**src/rtl/tc_pkg.sv**
```systemverilog
package tc_pkg;
    typedef enum logic [1:0] {
        ST_IDLE = 2'd0,
        ST_EMIT = 2'd1,
        ST_NULL = 2'd2
    } tc_state_e;
endpackage

```
**src/rtl/tc_penc.sv**
```systemverilog
// Lowest-index-first priority encoder with a one-hot grant.
module tc_penc #(
    parameter int W = 4,
    localparam int IW = (W > 1) ? $clog2(W) : 1
) (
    input  logic [W-1:0]  req,
    output logic          found,
    output logic [IW-1:0] idx,
    output logic [W-1:0]  grant
);
    always_comb begin
        found = 1'b0;
        idx   = '0;
        grant = '0;
        for (int i = W - 1; i >= 0; i--) begin
            if (req[i]) begin
                found = 1'b1;
                idx   = IW'(i);
                grant = W'(1) << i;
            end
        end
    end
endmodule

```
**src/rtl/tc_lane.sv**
```systemverilog
// One lane: pending row set, encoder and thread-ID formation.
module tc_lane #(
    parameter int ROWS  = 3,
    parameter int LANES = 4,
    parameter int LANE  = 0,
    parameter int TIDW  = 4
) (
    input  logic            clk,
    input  logic            rst_n,
    input  logic            load,
    input  logic [ROWS-1:0] load_bits,
    input  logic            advance,
    output logic            pick_vld,
    output logic [TIDW-1:0] pick_tid,
    output logic            left_empty
);
    localparam int RW = (ROWS > 1) ? $clog2(ROWS) : 1;
    localparam logic [TIDW-1:0] LANE_T  = TIDW'(LANE);
    localparam logic [TIDW-1:0] LANES_T = TIDW'(LANES);

    logic [ROWS-1:0] pend_q;
    logic [ROWS-1:0] grant;
    logic [RW-1:0]   row;

    tc_penc #(.W(ROWS)) u_penc (
        .req   (pend_q),
        .found (pick_vld),
        .idx   (row),
        .grant (grant)
    );

    always_ff @(posedge clk) begin
        if (!rst_n)       pend_q <= '0;
        else if (load)    pend_q <= load_bits;
        else if (advance) pend_q <= pend_q & ~grant;
    end

    assign pick_tid   = TIDW'(row) * LANES_T + LANE_T;
    assign left_empty = ((pend_q & ~grant) == '0);
endmodule

```
**src/rtl/blk_thread_compactor.sv**
```systemverilog
module blk_thread_compactor #(
    parameter int LANES = 4,
    parameter int ROWS  = 3,
    parameter int PCW   = 32,
    localparam int NTHR = LANES * ROWS,
    localparam int TIDW = (NTHR > 1) ? $clog2(NTHR) : 1
) (
    input  logic                  clk,
    input  logic                  rst_n,
    input  logic                  in_valid,
    output logic                  in_ready,
    input  logic [NTHR-1:0]       in_mask,
    input  logic [PCW-1:0]        in_pc,
    output logic                  out_valid,
    input  logic                  out_ready,
    output logic [PCW-1:0]        out_pc,
    output logic [LANES*TIDW-1:0] out_tid,
    output logic [LANES-1:0]      out_lane_vld,
    output logic                  done
);
    import tc_pkg::*;

    tc_state_e       state_q, state_nx;
    logic            load, advance, last_warp;
    logic [LANES-1:0] lane_empty;
    logic [PCW-1:0]  pc_q;

    genvar l, r;
    generate
        for (l = 0; l < LANES; l++) begin : g_lane
            logic [ROWS-1:0] bits;
            for (r = 0; r < ROWS; r++) begin : g_row
                assign bits[r] = in_mask[r*LANES + l];
            end
            tc_lane #(.ROWS(ROWS), .LANES(LANES), .LANE(l), .TIDW(TIDW)) u_lane (
                .clk        (clk),
                .rst_n      (rst_n),
                .load       (load),
                .load_bits  (bits),
                .advance    (advance),
                .pick_vld   (out_lane_vld[l]),
                .pick_tid   (out_tid[l*TIDW +: TIDW]),
                .left_empty (lane_empty[l])
            );
        end
    endgenerate

    assign last_warp = &lane_empty;

    // state register
    always_ff @(posedge clk) begin
        if (!rst_n) state_q <= ST_IDLE;
        else        state_q <= state_nx;
    end

    always_ff @(posedge clk) begin
        if (!rst_n)    pc_q <= '0;
        else if (load) pc_q <= in_pc;
    end

    always_comb begin
        state_nx = state_q;
        unique case (state_q)
            ST_IDLE: if (in_valid) state_nx = (|in_mask) ? ST_EMIT : ST_NULL;
            ST_EMIT: if (out_ready && last_warp) state_nx = ST_IDLE;
            ST_NULL: state_nx = ST_IDLE;
            default: state_nx = ST_IDLE;
        endcase
    end

    // outputs
    always_comb begin
        in_ready  = 1'b0;
        out_valid = 1'b0;
        done      = 1'b0;
        unique case (state_q)
            ST_IDLE: in_ready = 1'b1;
            ST_EMIT: begin
                out_valid = 1'b1;
                done      = last_warp;
            end
            ST_NULL: done = 1'b1;
            default: ;
        endcase
    end

    assign load    = in_valid && in_ready;
    assign advance = out_valid && out_ready;
    assign out_pc  = pc_q;
endmodule

```
**config.mk**
```make
export PLATFORM = sky130hd
export DESIGN_NAME = blk_thread_compactor
export DESIGN_NICKNAME = d
export VERILOG_FILES = /design/src/rtl/tc_pkg.sv /design/src/rtl/tc_penc.sv /design/src/rtl/tc_lane.sv /design/src/rtl/blk_thread_compactor.sv
export SDC_FILE = /design/constraint.sdc
export NUM_CORES = 1
export LEC_CHECK = 0
export BUFFER_PORTS_ARGS = -buffer_cell sky130_fd_sc_hd__buf_4
export CORE_MARGIN = 1
export CORE_UTILIZATION = 50
export DETAILED_ROUTE_END_ITERATION = 12
export GPL_TIMING_DRIVEN = 1
export HOLD_SLACK_MARGIN = 0.1
export MAX_ROUTING_LAYER = met4
export PLACE_DENSITY = 0.85
export SYNTH_ARGS = -nofsm -noshare
export SYNTH_HDL_FRONTEND = slang
export SYNTH_HIERARCHICAL = 1
export SYNTH_SLANG_ARGS = --single-unit
export TNS_END_PERCENT = 50
```
**constraint.sdc**
```tcl
create_clock -name clk -period 3.03 [get_ports clk]
set_input_delay 0 -clock clk [delete_from_list [all_inputs] [get_ports clk]]
set_output_delay 0 -clock clk [all_outputs]
set_load 0.05 [all_outputs]
```
Yosys cells after proc, flatten, opt, wreduce, memory -nomap -nowiden. Index checks and enable logic that the tools add are counted.

Flip-flop bits (word level): 46. Bits of input ports: 48. Logic and storage cells: 84.

Add/subtract/negate cells: 3. Eq/ne operators: 4. Muxes and demuxes: 51. Bitwise logic cells: 8. Reduce and logical (&&, ||, !) cells: 12.

Operator list (number): 2-to-1 mux 3 bit (20); 2-to-1 mux 2 bit (15); 2-to-1 mux 1 bit (14); bitwise AND 3 bit (4); logical NOT 3 bit (4); inverter 3 bit (4); OR reduction 12 bit (1); adder 4 x 2 -> 4 bit (second input constant) (2); adder 4 x 1 -> 4 bit (second input constant) (1); != test 2 bit (second input constant) (2); case mux 2 bit (2 select lines) (1); AND reduction 4 bit (1); logical AND 1 bit (3); == test 2 x 1 -> 1 bit (second input constant) (1); == test 2 bit (second input constant) (1); logical NOT 2 bit (1); case mux 1 bit (2 select lines) (1); AND reduction 2 bit (1); nonzero test 2 bit (1).

Longest topological paths before layout. Gate-level depths: netlist (run 1).

Word-level depth: 10. Mapped depth: 7. Depth with buffers taken out: 7.

Modules after synthesis. The synthesis (run 1) kept the hierarchy.

By module, submodules not included: blk_thread_compactor (instances 1, cells each 165, area each 1398.8 µm², seq. area each 680.7 µm²); tc_lane at g_lane[1].u_lane ... (instances 2, cells each 23, area each 171.4 µm², seq. area each 60.1 µm²); tc_lane at g_lane[0].u_lane ... (instances 2, cells each 22, area each 167.7 µm², seq. area each 60.1 µm²); tc_penc (instances 4, cells each 6, area each 42.5 µm², seq. area each 0.0 µm²).

Worst setup path before layout (run 1). No wires, ideal clock.

Path kind: flip-flop to flip-flop. From: register state_q[1]. To: register g_lane[0].u_lane.pend_q[0]. Library setup time: 122 ps. Arrival time: 1660 ps. Required time: 2908 ps. Slack: 1247 ps. Cell stages (with the launch flop): 8. Buffers on the path: 0. Period minus slack after synthesis: 1783 ps. Path through: dfxtp_1 > inv_1 > ha_1 > inv_1 > nor2_1 > nand2_1 > nand3b_1 > a21boi_0.

Word-level cells in the longest chain between the ends: 4. Elaborated cells between the ends (all ways): 8.

Ends and longest elaborated chain: start, declared (line blk_thread_compactor.sv:23) `tc_state_e state_q, state_nx;`; start signal, assigned (line blk_thread_compactor.sv:53) `else state_q <= state_nx;`; == test 2 x 1 -> 1 bit (line blk_thread_compactor.sv:76) `unique case (state_q)`; 2-to-1 mux 1 bit (line blk_thread_compactor.sv:76); net out_valid (line blk_thread_compactor.sv:14) `output logic out_valid,`; logical AND 1 bit (line blk_thread_compactor.sv:88) `assign advance = out_valid && out_ready;`; net advance (line blk_thread_compactor.sv:24) `logic load, advance, last_warp;`; nonzero test 2 bit (no source line); end signal, assigned (line tc_lane.sv:34) `else if (load) pend_q <= load_bits;`; end signal, assigned (line tc_lane.sv:35) `else if (advance) pend_q <= pend_q & ~grant;`; end, declared (line tc_lane.sv:21) `logic [ROWS-1:0] pend_q;`.

The timed path passes the listed nets, and every way through them passes these cells. A chain may end at the register's enable or synchronous reset.

Worst setup path in the final report (run 1).
From: register g_lane[0].u_lane.pend_q[2]. To: output port done.

Word-level cells in the longest chain between the ends: 8.

Ends and longest elaborated chain: 2-to-1 mux 3 bit (3 in series) (line tc_penc.sv:16) `if (req[i]) begin`; inverter 3 bit (line tc_lane.sv:39) `assign left_empty = ((pend_q & ~grant) == '0);`; bitwise AND 3 bit (*) (line tc_lane.sv:39); logical NOT 3 bit (*) (line tc_lane.sv:39); net lane_empty[0] (line blk_thread_compactor.sv:25) `logic [LANES-1:0] lane_empty;`; AND reduction 4 bit (*) (line blk_thread_compactor.sv:48) `assign last_warp = &lane_empty;`; case mux 1 bit (2 select lines) (*) (line blk_thread_compactor.sv:76); end, declared (line blk_thread_compactor.sv:19) `output logic done`.

Mark *: on every way through the listed nets, which the timed path passes. The rest lies on a longest branch.

==> results.md, run 1 <==
- Status: complete, no violations
- Setup Viol. Count Final: 0
- Crit path kind: reg2out
- Initial core utilization: 52.0%
- Sequential-to-total area share from yosys stat: between 40% and 50%
- ANT cells: 0
- First-pass GRT wire length: 10100 um
- H-tree depth: 2
- CP endpoint kind: primary output
- Total I/O pin count: 103
- Clock network power share: 23.3%
- Remaining antenna violation count after routing: 0
- Most frequent cells in the layout: buf_4 (95), nand2_1 (88), dfxtp_1 (46)
- Worst-skew pair later-pin latency: 0.29 ns
- Synth top area cells: dfxtp_1 (41%), nand2_1 (15%), a21boi_0 (11%)
- Leading area contributor after synthesis: dfxtp_1
- Synth Area in Adders: 1.67%
- Pint: about 1 mW
- DR vias: 2249
- Critical path's top delay family: simple AND/OR/NAND/NOR gates
- Power per cell area: 462 nW/um^2
- Crit-path max FO: 4
- Slew @ Worst Pin: roughly 0.8 ns
- Crit path time final: 2.15 ns
- Antenna violations before repair: 0
- IO buf count: 94
- Part of the power in registers: 43.4%
- TNS Setup: 0 ns
- Worst endpoint data arrival time: about 2.2 ns
- Routed wire length: 6130 um
- Min-Delay Path Class: in2reg
- Die width: 69.0 um
- Vias in the first global route: 2311
- Synth Area in Simple Gates: about a quarter
- Fraction of the mapped netlist area in compound gates: 18.3%
- Nets@finish: 449
- Share of cells above drive strength 1: between 20% and 30%
- YS warnings: 6
- Main combinational cell family by area after synthesis: simple AND/OR/NAND/NOR gates
- Slew headroom: 46.0%
- Startpoint types: flop
- Critical-path cell list: nor3b_1 > inv_1 > a222oi_1 > nand4_1 > nor2_1 > o21a_1 > buf_4
- Fin. max-slew vios: 0
- DRC violations left: 0
- Setup Fix Bufs, Post-CTS: 0
- Max stage delay on crit path: 0.42 ns
- CTS tree: done
- PnR worst setup slack: ~0.9 ns
- Routed len/inst: around 14 um
- Cell Area, Synth: 2250 um^2
- DRT iter0 DRCs: ~150
- Fin. Hold Viols: 0
- WP data required: 3.03 ns
- Leakage Power: 1.47 nW
- Cells after Synth: 279
- Post-Place Setup Slack: 1.00 ns
- # clock sinks: between 40 and 50
- Core area: 4320 um^2
- DIE AREA: 4770 um^2
- Drt via density: ~5
- Multiplexer area fraction after synthesis: 0%
- Switching power: 0.552 mW
- Drt pass-1 iters: 6
- Comb pwr share: 33.3%
- Fin crit share: 71.0%
- Largest net degree at the start of global routing: 59
- Buf/Inv on CP: 2
- Clock transition at the registers of the reported paths: 0.08 ns
- CTS Root Cell: clkbuf_8
- Die outline height: 69.0 um
- Area Overhead vs Synth: 49.6%
- Count of cell types in the netlist: 27
- RSZ-0062 raised after global routing: false
- RePlAce Congestion: around 0.81
- Post-Synth XOR/XNOR Area: 0%
- Total track usage: 26.9%
- Sw Share: 35.5%
- Clk_skew: a little over 0.006 ns
- Number of max-cap violations: 0
- TritonCTS buffer count: 5
- Peak Freq: 0.465 GHz
- Max Root-Sink Buffers: 2
- GRT overflow: 0
- #FFs+latches synth: 46
- Synth top area share: a little over 40%
- Most common cell after layout, fill and taps aside: buf_4
- Crit path max-delay cell type: nor3b_1
- # fillers: 302
- Row cnt: 24
- Syn_area_per_cell: 8.05 um^2
- Maximum VDD drop: 0.432 mV
- HPWL after DPL: 3520 um
## metrics by stage
step,power [mW],utilization (%),cell area [um^2],cells,hold WS (ns)
3_5_place_dp,1.15,65.5,2830,399,0.259
2_1_floorplan,1.02,-,2250,281,0.135
5_1_grt,1.62,77.7,3360,451,0.169
4_1_cts,1.56,77.7,3360,451,0.152
6_report,1.55,77.7,3360,451,0.152
3_3_place_gp,1.14,65.5,2830,399,0.248
## synth_stat cells, drive strengths merged
library cell / instances
a21boi: 44
a221o: 1
a222oi: 4
a32oi: 2
and3: 1
buf: 26
clkbuf: 3
clkinv: 1
conb: 6
dfxtp: 46
ha: 3
inv: 17
nand2: 89
nand3: 1
nand3b: 12
nand4: 1
nor2: 2
nor2b: 7
nor3b: 4
nor4: 3
o21a: 1
o21ai: 1
or3: 4
## power groups by stage
stage	clock network, mW	logic (mW)	registers [mW]
6_report	0.363	0.517	0.674
2_1_floorplan	0	0.239	0.782
3_3_place_gp	0	0.458	0.685
5_1_grt	0.395	0.547	0.680
3_5_place_dp	0	0.464	0.687
4_1_cts	0.377	0.510	0.673
## cell families after synthesis
kind of cell	Yosys count
adder cells (fa/ha/maj)	3
buffers and inverters	47
other	6
AO/OA/AOI/OAI	53
AND/OR/NAND/NOR	124
flip-flops	46
## final timing paths
path | cells past startpoint | end | start | slack (ns)
worst max-delay path | 7 | done | g_lane[0].u_lane/pend_q[2] | 0.88
worst min-delay path | 2 | g_lane[3].u_lane/pend_q[2] | rst_n | 0.15
worst max register to register | 7 | state_q[1] | g_lane[0].u_lane/pend_q[2] | 0.93
worst min register to register | 2 | out_pc[28] | out_pc[28] | 0.46
## final cells by class
cell class                 instances  area, um^2  share of cell area [%]
tap                               52        65.1                    1.94
clock buffer                       6        72.6                    2.16
inverter                          18        68.8                    2.05
clock inverter                     2        13.8                   0.410
sequential                        46         921                    27.4
timing repair buffer             139        1150                    34.3
multi-input combinational        188        1070                    31.7
## flip-flops by register name, summed over array words and instances (netlist names)
signal                cells
state_q                   2
out_pc                   32
g_lane.u_lane/pend_q     12
## worst reg2reg max path, delay by kind of cell, from the launching register on
kind                   cells  cell delay, ns
AND/OR/NAND/NOR            3            0.70
flip-flops                 1            0.38
AO/OA/AOI/OAI              3            0.83
buffers and inverters      1            0.08
## layer usage
metal  GRT usage (%)  part of all wire (%)  wire [um]
met1            28.1                    40       2450
met2            48.3                    52       3200
met3            4.09                   3.8        234
met4            14.1                   3.9        240
met5               -                     0          0
## what timing repair did
action | 4_1_cts | 5_1_grt
hold endpoints to repair | 44 | 0
hold buffers | 44 | 0
gates resized for setup | 0 | 0
No activity file was read; power rests on OpenSTA's default activity.
==> inputs of run 2 (changes only) <==
--- a/config.mk
+++ b/config.mk
@@ -7,12 +7,12 @@
 export LEC_CHECK = 0
 export BUFFER_PORTS_ARGS = -buffer_cell sky130_fd_sc_hd__buf_4
 export CORE_MARGIN = 1
-export CORE_UTILIZATION = 50
+export CORE_UTILIZATION = 42
 export DETAILED_ROUTE_END_ITERATION = 12
 export GPL_TIMING_DRIVEN = 1
 export HOLD_SLACK_MARGIN = 0.1
 export MAX_ROUTING_LAYER = met4
-export PLACE_DENSITY = 0.85
+export PLACE_DENSITY = 0.76
 export SYNTH_ARGS = -nofsm -noshare
 export SYNTH_HDL_FRONTEND = slang
 export SYNTH_HIERARCHICAL = 1
==> constraint.sdc (replaced) <==
create_clock -name clk -period 1.9 [get_ports clk]
set_input_delay 0 -clock clk [delete_from_list [all_inputs] [get_ports clk]]
set_output_delay 0 -clock clk [all_outputs]
set_load 0.05 [all_outputs]
==> run 2 against run 1 <==
Against the previous run:
- the flow now finishes with violations (setup timing)
- critical endpoint unchanged
- die area increased by 18%
- worst hold slack gained 0.0027 ns
- wire length fell by 5.4%
- clock power increased by 150%
- via count grew 1.1%
- largest cell class unchanged
==> results.md, run 2 (synthesis gave the netlist of run 1 again) <==
- Status: finished, violations left
- Failing checks: setup timing
- Switching power: 0.890 mW
- Setup Viol. Count Final: 1
- DIE AREA: about 5600 um^2
- Most common cell after layout, fill and taps aside: buf_4
- Min-Delay Path Class: in2reg
- Max Root-Sink Buffers: 2
- Critical path startpoint: g_lane[3].u_lane/pend_q[1]
- Startpoint types: flop
- Clk_skew: 0.00634 ns
- Die outline height: approximately 75 um
- Worst endpoint data arrival time: 1.95 ns
- Fin crit share: 102%
- First-pass GRT wire length: 8980 um
- Share of cells above drive strength 1: 33.1%
- Remaining antenna violation count after routing: 0
- IO buf count: 94
- HP Start: rst_n
- R2R Path Start: g_lane[3].u_lane/pend_q[1]
- Maximum VDD drop: 0.512 mV
- DRC violations left: 0
- Total track usage: 21.5%
- DR vias: 2273
- TNS Setup: -0.0459 ns
- CTS Root Cell: clkbuf_8
- Most frequent cells in the layout: buf_4 (106), nand2_1 (88), dlygate4sd3_1 (44)
- Nets@finish: 461
- Power per cell area: just under 800 nW/um^2
- Initial core utilization: a little over two fifths
- WP data required: 1.90 ns
- Die width: 75.1 um
- Util after Layout: 69.6%
- CTS tree: done
- DRT iter0 DRCs: 108
- Clock network power share: approximately a third
- Reg2reg setup slack: 0 ns
- Clock transition at the registers of the reported paths: 0.08 ns
- RSZ-0062 raised after global routing: true
- GRT overflow: 0
- Metal2 WL: between 2000 and 3000 um
- Worst-skew pair later-pin latency: ~0.30 ns
- Number of max-cap violations: 0
- Top Layer Used: met4
- Largest net degree at the start of global routing: 47
- Sw Share: between 30% and 40%
- Area Overhead vs Synth: 59.2%
- PnR worst setup slack: -0.0459 ns
- Pint: 1.92 mW
- Drt pass-1 iters: 4
- # clock sinks: 46
- Routed len/inst: 12.1 um
- Routed wire length: 5800 um
- Largest register FFs: 32
- CP endpoint kind: primary output
- Register area: 932 um^2
- Antenna violations before repair: 0
- Crit path kind: reg2out
- Met3 routed WL: 330 um
- # fillers: between 400 and 500
- Drt via density: 4.73
- Crit-path max FO: 5
- Metal1 wirelength: 2410 um
- Peak Freq: 0.514 GHz
- HPWL after DPL: 3640 um
- Final instance area: approximately 3600 um^2
- Fin. max-slew vios: 0
- TritonCTS buffer count: 5
- Area occupied by multi-input gates: 1100 um^2
- Crit path time final: 1.95 ns
- H-tree depth: 2
- ANT cells: 0
- Leakage Power: 1.58 nW
- Row cnt: 26
- Comb pwr share: between 30% and 40%
- Core area: 5140 um^2
- Fin. Hold Viols: 0
- Vias in the first global route: 2129
- Part of the power in registers: 38.3%
- Total I/O pin count: 103
- RePlAce Congestion: 0.730
- Placed inst area: 2940 um^2
run 2: cell types whose count changed in the layout (fill, tap and decap cells not counted), moves of 2 or more:
cell / delta
buf_4: +11
nor3b_2: +4
bufinv_16: +2
nor2b_2: +2
dfxtp_1: -7
nor3b_1: -4
nor2b_1: -3
dfxtp_2: +6
run 2: power groups by stage:
stage               clock network, mW  logic [mW]  registers (mW)
CTS                             0.919       0.842            1.08
floorplan                           0       0.381            1.25
detailed placement                  0       0.765            1.09
finish                          0.890       0.846            1.08
global placement                    0       0.757            1.09
global route                    0.948       0.902            1.09
run 2: repair_timing:
item,4_1_cts,5_1_grt
cloned,0,0
hold buffers,44,0
resized for setup,12,6
endpoints found under the setup margin,3,3
pin swaps,4,5
buffers inserted,0,1
endpoints found under the hold margin,44,0
run 2: metrics by stage:
step,total power [mW],hold WS [ns],std cells,setup slack (ns)
floorplan,1.63,0.135,281,0.117
global placement,1.85,0.248,428,0.0668
detailed placement,1.86,0.257,428,-0.0254
CTS,2.84,0.151,480,-0.0407
global route,2.94,0.167,481,-0.197
finish,2.81,0.155,481,-0.0459
run 2: final cells by class:
cell class | instances | share of cell area [%]
clock inverter | 2 | 1.68
clock buffer | 6 | 2.31
timing repair buffer | 151 | 34.9
inverter | 18 | 1.92
tap | 70 | 2.45
sequential | 46 | 26.1
multi-input combinational | 188 | 30.7
run 2: path summary, 6_finish.rpt:
| check | to | cells after the start |
|---|---|---|
| min reg2reg | out_pc[28] | 2 |
| min | g_lane[0].u_lane/pend_q[1] | 2 |
| max | done | 7 |
| max reg2reg | state_q[0] | 7 |
run 2: layer usage:
layer  up-vias  global-route usage (%)
met5         -                       -
met4         0                    6.79
met3         8                    4.95
met2        75                    40.0
met1      1049                    22.4
li1       1141                       -
run 2: worst max-delay path: stages, from the launching register on:
cell and delay (ns):
dfxtp_4 0.37, nor3b_2 0.21, inv_1 0.06, a222oi_1 0.33, nand4_1 0.23, nor2_1 0.16, o21a_1 0.14, buf_6 0.16
==> inputs of run 3 (changes only) <==
--- a/config.mk
+++ b/config.mk
@@ -7,12 +7,13 @@
 export LEC_CHECK = 0
 export BUFFER_PORTS_ARGS = -buffer_cell sky130_fd_sc_hd__buf_4
 export CORE_MARGIN = 1
-export CORE_UTILIZATION = 42
+export CORE_UTILIZATION = 44
+export CTS_BUF_LIST = sky130_fd_sc_hd__clkbuf_8
 export DETAILED_ROUTE_END_ITERATION = 12
 export GPL_TIMING_DRIVEN = 1
 export HOLD_SLACK_MARGIN = 0.1
 export MAX_ROUTING_LAYER = met4
-export PLACE_DENSITY = 0.76
+export PLACE_DENSITY = 0.8
 export SYNTH_ARGS = -nofsm -noshare
 export SYNTH_HDL_FRONTEND = slang
 export SYNTH_HIERARCHICAL = 1
==> run 3 against run 2 <==
Against the previous run:
- the run still ends with setup timing left
- largest cell class unchanged
- combinational power up 2%
- flip-flop and latch count unchanged
- register-to-register slack better by 0.04 ns
- die area down 4.4%
- critical endpoint unchanged
- highest routed layer unchanged
- design area down 0.28%
- clock power down 22%
- core utilization up 4.5 points
- first-iteration DRC count up 68%
- critical path type unchanged
- worst hold slack worse by 0.013 ns
- cell count down 0.21%
==> results.md, run 3 (synthesis gave the netlist of run 1 again) <==
- DR vias: 2324
- RSZ-0062 raised after global routing: true
- Status: finished, violations left
- Nets@finish: around 460
- CP endpoint kind: primary output
- HPWL after DPL: 3730 um
- DRC violations left: 0
- Die width: about 73 um
- Fin crit share: 101%
- Clk_skew: 0.00627 ns
- Startpoint types: flop
- Drt pass-1 iters: 5
- Remaining antenna violation count after routing: 0
- Largest register FFs: 32
- Total I/O pin count: 103
- Number of max-cap violations: 0
- Most common cell after layout, fill and taps aside: buf_4
- DRT iter0 DRCs: around 180
- Final instance area: 3570 um^2
- Reg2reg setup slack: approximately 0.04 ns
- FF-to-FF path depth: 7
- Row cnt: 25
- # clock sinks: 46
- Failing checks: setup timing
- # fillers: 385
- Finished Layout Cells: 480
- Most frequent cells in the layout: buf_4 (108), nand2_1 (88), dlygate4sd3_1 (44)
- CTS tree: done
- IO buf count: 94
- Util after Layout: 74.1%
- First-pass GRT wire length: 9970 um
- Peak Freq: ~0.52 GHz
- Placed inst area: ~3000 um^2
- Worst endpoint data arrival time: 1.92 ns
- Fin. Hold Viols: 0
- Critical path startpoint: g_lane[3].u_lane/pend_q[1]
- Routed wire length: between 6000 and 7000 um
- Crit-path max FO: 5
- RePlAce Congestion: between 0.8 and 0.9
- Total track usage: 25.1%
- Power per cell area: 739 nW/um^2
- H-tree depth: 2
- Core area: 4820 um^2
- Antenna violations before repair: 0
- Min-Delay Path Class: in2reg
- Die outline height: 73.5 um
- Worst-skew pair later-pin latency: 0.30 ns
- Initial core utilization: between 40% and 50%
- Crit path kind: reg2out
- Vias in the first global route: about 2200
- Routed len/inst: around 13 um
- Area Overhead vs Synth: 58.7%
- DP Cell Count: 426
- Share of cells above drive strength 1: 33.7%
- Maximum VDD drop: just under 0.5 mV
- TritonCTS buffer count: 5
- Largest net degree at the start of global routing: 47
- ANT cells: 0
- Min Hold Slack: 0.142 ns
- Setup Viol. Count Final: 1
- Max Root-Sink Buffers: 2
- R2r endpoint: state_q[1]
- DIE AREA: 5400 um^2
- WP data required: 1.90 ns
- CP Capture Point: done
- Crit path time final: 1.92 ns
- Drt via density: 4.84
- Fin. max-slew vios: 0
- R2R Path Start: g_lane[3].u_lane/pend_q[1]
- PnR worst setup slack: -0.0178 ns
- GRT overflow: 0
- Leakage Power: roughly 1.6 nW
- CTS Root Cell: clkbuf_8
- Clock transition at the registers of the reported paths: 0.08 ns
==> run 3: cell types whose count changed in the layout (fill, tap and decap cells not counted), sizes merged <==
cell and change:
buf +2, inv +2, bufinv -1, clkbuf -1
==> run 3: power by group <==
group	leakage, nW	total [mW]	switching [mW]	internal (mW)
clock	0.0607	0.697	0.314	0.383
combinational	1.13	0.859	0.520	0.339
sequential	0.383	1.08	0.0501	1.03
total	1.58	2.64	0.884	1.75
==> run 3: cell type report <==
type | count | area, um^2 | share of cell area [%]
Sequential cell | 46 | 940 | 26.3
Timing Repair Buffer | 153 | 1260 | 35.4
Clock buffer | 5 | 68.8 | 1.93
Multi-Input combinational cell | 188 | 1110 | 31.0
Inverter | 18 | 68.8 | 1.93
Clock inverter | 3 | 37.5 | 1.05
Tap cell | 67 | 83.8 | 2.35
==> run 3: worst min-delay path by stage <==
stage / endpoint / depth (start not counted) / slack (ns) / startpoint
floorplan: out_pc[1] / 2 / 0.13 / in_pc[1]
global placement: out_pc[28] / 3 / 0.25 / in_pc[28]
detailed placement: out_pc[28] / 3 / 0.26 / in_pc[28]
CTS: g_lane[3].u_lane/pend_q[1] / 2 / 0.14 / rst_n
global route: g_lane[3].u_lane/pend_q[0] / 2 / 0.16 / rst_n
finish: g_lane[3].u_lane/pend_q[1] / 2 / 0.14 / rst_n
==> run 3: timing repair <==
| item | in CTS | in global routing |
|---|---|---|
| endpoints found under the hold margin | 44 | 0 |
| hold buffers | 44 | 0 |
| setup buffers | 2 | 0 |
| gates resized for setup | 18 | 5 |
| pin swaps | 5 | 5 |
| endpoints found under the setup margin | 3 | 3 |
==> run 3: per-stage QoR <==
stage / power [mW] / setup TNS, ns / worst slack, ns
2_1_floorplan: 1.63 / 0 / 0.117
3_3_place_gp: 1.85 / 0 / 0.0912
3_5_place_dp: 1.86 / -0.0632 / -0.0447
4_1_cts: 2.64 / -0.0221 / -0.0221
5_1_grt: 2.76 / -0.348 / -0.160
6_report: 2.64 / -0.0178 / -0.0178
==> run 3: per-layer routing <==
metal / routed length (um) / part of all wire (%) / vias to the layer above / global-route usage [%]
li1: - / - / 1149 / -
met4: 126 / 2.0 / 0 / 9.62
met3: 317 / 5.0 / 12 / 5.08
met5: 0 / 0 / - / -
met1: 2530 / 40 / 1089 / 27.5
met2: 3310 / 53 / 74 / 44.5
==> run 3: worst max-delay path, stage by stage, from the launching register on <==
cell      delay (ns)
dfxtp_4         0.38
nor2b_2         0.17
inv_1           0.05
a222oi_1        0.37
nand4_1         0.20
nor2_1          0.15
o21a_1          0.14
buf_6           0.16
